--- src/rtl/ppc_perm_pkg.sv ---
package ppc_perm_pkg;

  typedef enum logic [1:0] {
    SZ_BYTE = 2'd0,
    SZ_HALF = 2'd1,
    SZ_WORD = 2'd2,
    SZ_RSVD = 2'd3
  } acc_size_e;

  // 16-byte slot numbers (address bits above [3:0])
  localparam logic [7:0] SLOT_AHBX_NS = 8'h06;
  localparam logic [7:0] SLOT_APB_NS  = 8'h07;
  localparam logic [7:0] SLOT_APBX_NS = 8'h08;
  localparam logic [7:0] SLOT_AHBX_PV = 8'h0A;
  localparam logic [7:0] SLOT_APB_PV  = 8'h0B;
  localparam logic [7:0] SLOT_APBX_PV = 8'h0C;

  localparam int unsigned OFS_RESP = 'h10;
  localparam int unsigned OFS_NSC  = 'h14;

  function automatic logic [31:0] lane_pick(input logic [31:0] w,
                                            input logic [1:0]  a,
                                            input logic [1:0]  sz);
    logic [31:0] sh;
    sh = w >> {a, 3'b000};
    case (sz)
      2'd0:    return {24'd0, sh[7:0]};
      2'd1:    return {16'd0, sh[15:0]};
      default: return w;
    endcase
  endfunction

endpackage

--- src/rtl/ppc_ctrl.sv ---
module ppc_ctrl #(
  parameter int unsigned P = 16
) (
  input  logic         clk_i,
  input  logic         rst_ni,
  input  logic         ns_we_i,
  input  logic         sp_we_i,
  input  logic         nsp_we_i,
  input  logic [P-1:0] s_wdata_i,
  input  logic [P-1:0] ns_wdata_i,
  output logic [P-1:0] ns_q_o,
  output logic [P-1:0] sp_q_o,
  output logic [P-1:0] nsp_q_o,
  output logic [P-1:0] nonsec_o,
  output logic [P-1:0] priv_o
);

  logic [P-1:0] ns_q, sp_q, nsp_q;

  always_ff @(posedge clk_i or negedge rst_ni) begin
    if (!rst_ni) begin
      ns_q  <= '0;
      sp_q  <= '0;
      nsp_q <= '0;
    end else begin
      if (ns_we_i)  ns_q  <= s_wdata_i;
      if (sp_we_i)  sp_q  <= s_wdata_i;
      if (nsp_we_i) nsp_q <= ns_wdata_i;
    end
  end

  for (genvar i = 0; i < P; i++) begin : g_port
    assign priv_o[i] = ns_q[i] ? nsp_q[i] : sp_q[i];
  end

  assign nonsec_o = ns_q;
  assign ns_q_o   = ns_q;
  assign sp_q_o   = sp_q;
  assign nsp_q_o  = nsp_q;

  p_ns_load_r2: assert property (@(posedge clk_i) disable iff (!rst_ni)
    ns_we_i |=> nonsec_o == $past(s_wdata_i));

  p_nsp_load_r4: assert property (@(posedge clk_i) disable iff (!rst_ni)
    nsp_we_i |=> nsp_q_o == $past(ns_wdata_i));

  p_priv_hold_r3: assert property (@(posedge clk_i) disable iff (!rst_ni)
    (!ns_we_i && !sp_we_i && !nsp_we_i) |=> $stable(priv_o));

endmodule

--- src/rtl/ppc_group.sv ---
module ppc_group #(
  parameter int unsigned N       = 4,
  parameter int unsigned P       = 16,
  parameter int unsigned AW      = 12,
  parameter logic [7:0]  NS_SLOT = 8'h08,
  parameter logic [7:0]  PV_SLOT = 8'h0C
) (
  input  logic           clk_i,
  input  logic           rst_ni,
  input  logic           s_we_i,
  input  logic [AW-1:0]  s_addr_i,
  input  logic [31:0]    s_wdata_i,
  input  logic           ns_we_i,
  input  logic [AW-1:0]  ns_addr_i,
  input  logic [31:0]    ns_wdata_i,
  output logic [31:0]    s_rdata_o,
  output logic [31:0]    ns_rdata_o,
  output logic [N*P-1:0] nonsec_o,
  output logic [N*P-1:0] priv_o
);

  localparam int unsigned SW = AW - 4;

  logic         s_ns_slot, s_pv_slot, ns_pv_slot;
  logic [1:0]   s_idx, ns_idx;
  logic [P-1:0] ns_q  [N];
  logic [P-1:0] sp_q  [N];
  logic [P-1:0] nsp_q [N];

  assign s_idx      = s_addr_i[3:2];
  assign ns_idx     = ns_addr_i[3:2];
  assign s_ns_slot  = s_addr_i[AW-1:4]  == SW'(NS_SLOT);
  assign s_pv_slot  = s_addr_i[AW-1:4]  == SW'(PV_SLOT);
  assign ns_pv_slot = ns_addr_i[AW-1:4] == SW'(PV_SLOT);

  for (genvar c = 0; c < N; c++) begin : g_ctrl
    logic s_sel, ns_sel;
    assign s_sel  = s_idx == 2'(c);
    assign ns_sel = ns_idx == 2'(c);

    ppc_ctrl #(.P(P)) u_ctrl (
      .clk_i      (clk_i),
      .rst_ni     (rst_ni),
      .ns_we_i    (s_we_i & s_ns_slot & s_sel),
      .sp_we_i    (s_we_i & s_pv_slot & s_sel),
      .nsp_we_i   (ns_we_i & ns_pv_slot & ns_sel),
      .s_wdata_i  (s_wdata_i[P-1:0]),
      .ns_wdata_i (ns_wdata_i[P-1:0]),
      .ns_q_o     (ns_q[c]),
      .sp_q_o     (sp_q[c]),
      .nsp_q_o    (nsp_q[c]),
      .nonsec_o   (nonsec_o[c*P +: P]),
      .priv_o     (priv_o[c*P +: P])
    );
  end

  // absent indices fall through to zero
  always_comb begin
    s_rdata_o  = '0;
    ns_rdata_o = '0;
    for (int c = 0; c < N; c++) begin
      if (s_idx == 2'(c)) begin
        if (s_ns_slot) s_rdata_o = 32'(ns_q[c]);
        if (s_pv_slot) s_rdata_o = 32'(sp_q[c]);
      end
      if (ns_idx == 2'(c) && ns_pv_slot) ns_rdata_o = 32'(nsp_q[c]);
    end
  end

  logic unused_bits;
  assign unused_bits = ^{s_wdata_i, ns_wdata_i, s_addr_i[1:0], ns_addr_i[1:0]};

endmodule

--- src/rtl/ppc_perm_bank.sv ---
module ppc_perm_bank
  import ppc_perm_pkg::*;
#(
  parameter int unsigned AW         = 12,
  parameter int unsigned APB_CNT    = 2,
  parameter int unsigned APB_PORTS  = 4,
  parameter int unsigned APBX_CNT   = 4,
  parameter int unsigned APBX_PORTS = 16,
  parameter int unsigned AHBX_CNT   = 4,
  parameter int unsigned AHBX_PORTS = 8
) (
  input  logic                           clk_i,
  input  logic                           rst_ni,
  input  logic                           s_psel_i,
  input  logic                           s_penable_i,
  input  logic                           s_pwrite_i,
  input  logic [AW-1:0]                  s_paddr_i,
  input  logic [1:0]                     s_psize_i,
  input  logic [31:0]                    s_pwdata_i,
  output logic [31:0]                    s_prdata_o,
  output logic                           s_pready_o,
  output logic                           s_pslverr_o,
  input  logic                           ns_psel_i,
  input  logic                           ns_penable_i,
  input  logic                           ns_pwrite_i,
  input  logic [AW-1:0]                  ns_paddr_i,
  input  logic [1:0]                     ns_psize_i,
  input  logic [31:0]                    ns_pwdata_i,
  output logic [31:0]                    ns_prdata_o,
  output logic                           ns_pready_o,
  output logic                           ns_pslverr_o,
  output logic [APB_CNT*APB_PORTS-1:0]   apb_nonsec_o,
  output logic [APB_CNT*APB_PORTS-1:0]   apb_priv_o,
  output logic [APBX_CNT*APBX_PORTS-1:0] apbx_nonsec_o,
  output logic [APBX_CNT*APBX_PORTS-1:0] apbx_priv_o,
  output logic [AHBX_CNT*AHBX_PORTS-1:0] ahbx_nonsec_o,
  output logic [AHBX_CNT*AHBX_PORTS-1:0] ahbx_priv_o,
  output logic                           resp_cfg_o,
  output logic [1:0]                     nsc_cfg_o
);

  localparam int unsigned WAW = AW - 2;

  logic        s_wr, ns_wr, resp_hit, nsc_hit;
  logic        resp_q;
  logic [1:0]  nsc_q;
  logic [31:0] s_rd_apb, s_rd_apbx, s_rd_ahbx, s_rd_cfg, s_word;
  logic [31:0] ns_rd_apb, ns_rd_apbx, ns_rd_ahbx, ns_word;

  assign s_wr  = s_psel_i & s_penable_i & s_pwrite_i &
                 (s_psize_i == SZ_WORD) & (s_paddr_i[1:0] == 2'b00);
  assign ns_wr = ns_psel_i & ns_penable_i & ns_pwrite_i &
                 (ns_psize_i == SZ_WORD) & (ns_paddr_i[1:0] == 2'b00);

  assign resp_hit = s_paddr_i[AW-1:2] == WAW'(OFS_RESP >> 2);
  assign nsc_hit  = s_paddr_i[AW-1:2] == WAW'(OFS_NSC >> 2);

  always_ff @(posedge clk_i or negedge rst_ni) begin
    if (!rst_ni) begin
      resp_q <= 1'b0;
      nsc_q  <= 2'b00;
    end else begin
      if (s_wr && resp_hit) resp_q <= s_pwdata_i[0];
      if (s_wr && nsc_hit)  nsc_q  <= s_pwdata_i[1:0];
    end
  end

  assign resp_cfg_o = resp_q;
  assign nsc_cfg_o  = nsc_q;

  ppc_group #(
    .N(APB_CNT), .P(APB_PORTS), .AW(AW),
    .NS_SLOT(SLOT_APB_NS), .PV_SLOT(SLOT_APB_PV)
  ) u_apb (
    .clk_i(clk_i), .rst_ni(rst_ni),
    .s_we_i(s_wr), .s_addr_i(s_paddr_i), .s_wdata_i(s_pwdata_i),
    .ns_we_i(ns_wr), .ns_addr_i(ns_paddr_i), .ns_wdata_i(ns_pwdata_i),
    .s_rdata_o(s_rd_apb), .ns_rdata_o(ns_rd_apb),
    .nonsec_o(apb_nonsec_o), .priv_o(apb_priv_o)
  );

  ppc_group #(
    .N(APBX_CNT), .P(APBX_PORTS), .AW(AW),
    .NS_SLOT(SLOT_APBX_NS), .PV_SLOT(SLOT_APBX_PV)
  ) u_apbx (
    .clk_i(clk_i), .rst_ni(rst_ni),
    .s_we_i(s_wr), .s_addr_i(s_paddr_i), .s_wdata_i(s_pwdata_i),
    .ns_we_i(ns_wr), .ns_addr_i(ns_paddr_i), .ns_wdata_i(ns_pwdata_i),
    .s_rdata_o(s_rd_apbx), .ns_rdata_o(ns_rd_apbx),
    .nonsec_o(apbx_nonsec_o), .priv_o(apbx_priv_o)
  );

  ppc_group #(
    .N(AHBX_CNT), .P(AHBX_PORTS), .AW(AW),
    .NS_SLOT(SLOT_AHBX_NS), .PV_SLOT(SLOT_AHBX_PV)
  ) u_ahbx (
    .clk_i(clk_i), .rst_ni(rst_ni),
    .s_we_i(s_wr), .s_addr_i(s_paddr_i), .s_wdata_i(s_pwdata_i),
    .ns_we_i(ns_wr), .ns_addr_i(ns_paddr_i), .ns_wdata_i(ns_pwdata_i),
    .s_rdata_o(s_rd_ahbx), .ns_rdata_o(ns_rd_ahbx),
    .nonsec_o(ahbx_nonsec_o), .priv_o(ahbx_priv_o)
  );

  // each source is zero unless its decode hits, so OR merges them
  always_comb begin
    s_rd_cfg = '0;
    if (resp_hit) s_rd_cfg = {31'd0, resp_q};
    if (nsc_hit)  s_rd_cfg = {30'd0, nsc_q};
  end

  assign s_word  = s_rd_apb | s_rd_apbx | s_rd_ahbx | s_rd_cfg;
  assign ns_word = ns_rd_apb | ns_rd_apbx | ns_rd_ahbx;

  assign s_prdata_o   = lane_pick(s_word, s_paddr_i[1:0], s_psize_i);
  assign ns_prdata_o  = lane_pick(ns_word, ns_paddr_i[1:0], ns_psize_i);
  assign s_pready_o   = 1'b1;
  assign s_pslverr_o  = 1'b0;
  assign ns_pready_o  = 1'b1;
  assign ns_pslverr_o = 1'b0;

  p_narrow_write_r5: assert property (@(posedge clk_i) disable iff (!rst_ni)
    (s_psel_i && s_penable_i && s_pwrite_i && s_psize_i != SZ_WORD && !ns_wr)
    |=> $stable({apb_nonsec_o, apb_priv_o, apbx_nonsec_o, apbx_priv_o,
                 ahbx_nonsec_o, ahbx_priv_o, resp_cfg_o, nsc_cfg_o}));

  p_resp_cfg_r7: assert property (@(posedge clk_i) disable iff (!rst_ni)
    (s_wr && resp_hit) |=> resp_cfg_o == $past(s_pwdata_i[0]));

  p_nsc_cfg_r7: assert property (@(posedge clk_i) disable iff (!rst_ni)
    (s_wr && nsc_hit) |=> nsc_cfg_o == $past(s_pwdata_i[1:0]));

endmodule

--- config.mk ---
export PLATFORM = sky130hd
export DESIGN_NAME = ppc_perm_bank
export DESIGN_NICKNAME = d
export VERILOG_FILES = /design/src/rtl/ppc_perm_pkg.sv /design/src/rtl/ppc_ctrl.sv /design/src/rtl/ppc_group.sv /design/src/rtl/ppc_perm_bank.sv
export SDC_FILE = /design/constraint.sdc
export NUM_CORES = 1
export LEC_CHECK = 0
export BUFFER_PORTS_ARGS = -buffer_cell sky130_fd_sc_hd__buf_4
export CAP_MARGIN = 40
export CORE_ASPECT_RATIO = 1.2
export CORE_MARGIN = 2
export CORE_UTILIZATION = 57
export CTS_CLUSTER_SIZE = 20
export DETAILED_ROUTE_END_ITERATION = 10
export PLACE_DENSITY = 0.82
export SLEW_MARGIN = 20
export SYNTH_ARGS = -nofsm -noshare
export SYNTH_HDL_FRONTEND = slang
export SYNTH_HIERARCHICAL = 1
export SYNTH_SLANG_ARGS = --single-unit
--- constraint.sdc ---
create_clock -name clk_i -period 3.31 [get_ports clk_i]
set_input_delay 0.4965 -clock clk_i [delete_from_list [all_inputs] [get_ports clk_i]]
set_output_delay 0.4965 -clock clk_i [all_outputs]
set_load 0.02 [all_outputs]
==> metrics.txt <==
sw frac 0.252; drt drc 0; asr flop ratio synth 1.00; proportion of layout cells with a drive suffix above 1 0.502; drt first pass iters 7; dpl ws -310 ps; largest fanout on the critical path 5; drt total wl 63,500 um; worst hold stages 2; Die Ht 210 um; fin nets 2,070; GPL Wtd Cong 0.989; Simple-Gate Fraction of Synth Area 0.0858; fin util 0.680; Netlist cell types 69; Fmax achieved 0.282 GHz; Worst VDD drop roughly 280 uV; number of port buffers 310; clock skew 0 ps; Slew Viols, Final 0; CTS max path bufs 3; power density cells 359 nW/um^2; TritonCTS sink count 315; Static Leak 0.0117 uW; Tmin final 3550 ps; RR Startpoint u_apbx/g_ctrl[0].u_ctrl/nonsec_o[12]; setup_tns -2270 ps; vias 15,000; Seq pwr share 0.451; Mapped Area 20,200 sq um; Hold Violations, Final 0; initial antenna violation count 0; post-synthesis compound-gate area fraction 0.0777; Starting Density 0.578; Initial DRC Count 1,374; vias in the first global route roughly 15,000; failing checks negative setup slack; Top FF cell, synth dfrtp_1; Setup crit start kind primary input; DP HPWL around 46,000 um; WP data required roughly 2800 ps; xor-xnor portion of the synthesized cell area 0; Max-Cap Viols 0; Syn Area/Cell roughly 12 sq um; largest family of logic cells by synthesized area multiplexers; Worst-Skew Late Latency roughly 520 ps; Post-synth EDFFs 0; GRT overflow 0; hold crit path type primary input to flip-flop; Post-Syn Instances 1,673; Area Growth Syn to Fin 17.7%; combinational power share 0.097; # fillers 2,411; IO Pins ~380; RSZ-0062 raised after global routing true; CTS tree yes; sequential fraction of the synthesis area 0.390; vias per cell 6.12; Psw 2160 uW; Yosys Warn Count 6; Routed Antenna Nets 0; largest net degree at the start of global routing 73; status finished, violations left; post-synthesis mux area share 0.315; endpoint class of the critical path output pin; post-synthesis register bit count 315; Rel. slew slack 0.482; H-tree depth 2; final worst-path cycle share 1.07; root buf cell clkbuf_16; Tot GR Track Use 0.335; PnR worst setup slack -238 ps; Adder-Cell Fraction of Synth Area 0; Die Area between 30,000 and 40,000 sq um; arrival time at the worst endpoint 3050 ps; core area 35,000 sq um; origin of the worst setup path ns_paddr_i[9]; clock share of power 0.452; Num CTS Buffers 34; Chip Width 176 um; Reg2Reg Depth 2; first-pass GRT wire length 93,200 um; hold_sp ns_pwdata_i[11]; row count 75; internal power 6390 uW; kind of critical path primary input to output pin; WL/cell 25.9 um; Diodes inserted 0; Final setup viols 15; clock slew at reported path FFs 60 ps; worst-margin pin slew about 770 ps; hold_ws 246 ps
## final timing paths
path                                                        end  slack (ps)
max reg2reg                u_apbx/g_ctrl[0].u_ctrl/nonsec_o[12]        2370
max in group asynchronous   u_apbx/g_ctrl[2].u_ctrl/nsp_q_o[10]        1930
min reg2reg                    u_apb/g_ctrl[0].u_ctrl/sp_q_o[2]         510
max                                              ns_prdata_o[7]        -240
min in group asynchronous    u_apbx/g_ctrl[0].u_ctrl/sp_q_o[15]         560
min                         u_apbx/g_ctrl[3].u_ctrl/nsp_q_o[11]         250
## synth_stat cells (8+ instances only)
library cell  number  area [sq um]
o221ai_1          11          96.3
a21oi_1           24           120
nor3b_1            8          60.1
nand2b_1           9          56.3
nand4_1            8          50.1
buf_6             26           293
a22oi_1           33           248
buf_12            12           240
buf_1              8          30.0
dfrtp_1          315          7880
a222oi_1          16           160
clkbuf_1          22          82.6
a31oi_1           10          62.6
o31ai_1           12          90.1
o21ai_0           25           125
mux2_1            28           315
o21ai_1           17          85.1
buf_4            250          1880
o41ai_1            9          78.8
mux2i_1           51           510
nand3_1           13          65.1
nor2_1            56           210
nor2b_1           30           188
nor3_1            72           360
nand2_1           48           180
o22ai_1           10          62.6
mux4_2            13           293
buf_2             15          75.1
mux2_4           218          3270
a22o_1            16           140
a211oi_1          11          82.6
and3_1            15          93.8
mux2_2           176          1980
## final cells by class
class	instances	area (sq um)	share of cell area
multi-input cells	1152	10600	0.444
clock buffers	48	1040	0.0436
repair buffers	461	3650	0.153
inverters	6	22.5	0.000946
clock inverters	9	78.8	0.00331
flip-flops and latches	315	7880	0.331
well taps	462	578	0.0243
## what timing repair did
| action | 4_1_cts | 5_1_grt |
|---|---|---|
| hold buffers | 1 | 0 |
| pin swaps | 12 | 18 |
| endpoints found under the setup margin | 23 | 30 |
| gates cloned | 0 | 1 |
| endpoints found under the hold margin | 66 | 0 |
| gates resized for setup | 34 | 39 |
| buffers inserted | 4 | 7 |
## flip-flops by register name, summed over array words and instances, names as in the netlist
name	count
u_ahbx/g_ctrl.u_ctrl/nsp_q_o	32
u_apbx/g_ctrl.u_ctrl/nonsec_o	64
u_apb/g_ctrl.u_ctrl/nonsec_o	8
u_apbx/g_ctrl.u_ctrl/sp_q_o	64
u_apb/g_ctrl.u_ctrl/nsp_q_o	8
u_ahbx/g_ctrl.u_ctrl/sp_q_o	32
resp_cfg_o	1
u_apbx/g_ctrl.u_ctrl/nsp_q_o	64
nsc_cfg_o	2
u_apb/g_ctrl.u_ctrl/sp_q_o	8
u_ahbx/g_ctrl.u_ctrl/nonsec_o	32
## worst max-delay path: stages
cell and delay, ps:
buf_6 90, or4_4 540, nor4_4 320, buf_4 190, and3b_2 210, buf_6 130
buf_4 120, a22oi_1 80, o21ai_1 140, nor3_1 90, a222oi_1 420, buf_4 220
## power by group through the flow
stage | registers (uW) | clock network [uW] | logic, uW
2_1_floorplan | 3930 | 0 | 459
3_3_place_gp | 3920 | 0 | 760
3_5_place_dp | 3920 | 0 | 768
4_1_cts | 3850 | 3870 | 784
5_1_grt | 3850 | 4040 | 882
6_report | 3850 | 3860 | 831
## metrics by stage
| step | power [uW] | instance area, sq um | cells |
|---|---|---|---|
| global placement | 4680 | 22200 | 2383 |
| detailed placement | 4690 | 22200 | 2383 |
| finish | 8550 | 23800 | 2453 |
| global route | 8770 | 23800 | 2453 |
| CTS | 8500 | 23500 | 2445 |
| floorplan | 4380 | 20700 | 1808 |
## layout by cell type, fill, tap and decap left out, drive strengths merged, types with 11 or more instances in the layout
cell type / synthesis / routed
buf: 312 / 459
mux2: 422 / 422
dfrtp: 315 / 315
conb: 5 / 140
nor3: 73 / 73
nor2: 56 / 56
mux2i: 51 / 51
nand2: 49 / 49
clkbuf: 23 / 49
o21ai: 42 / 42
a22oi: 34 / 34
nor2b: 30 / 30
a21oi: 24 / 24
a222oi: 16 / 16
a22o: 16 / 16
and3: 15 / 15
nand3: 13 / 13
mux4: 13 / 13
o31ai: 12 / 12
o221ai: 11 / 11
a211oi: 11 / 11
nor4: 11 / 11
## cells by family after synthesis
| group | after synthesis |
|---|---|
| other | 5 |
| multiplexers | 486 |
| AO/OA/AOI/OAI | 218 |
| AND/OR/NAND/NOR | 308 |
| flip-flops | 315 |
| buffers and inverters | 341 |
## routing by layer
layer  GRT usage  share of wire  wire length (um)
met1       0.429           0.38             24300
met2       0.551           0.48             30400
met4       0.152          0.052              3320
met3      0.0646          0.086              5470
met5           0              0                 0
Power figures use the tool's default switching activity.
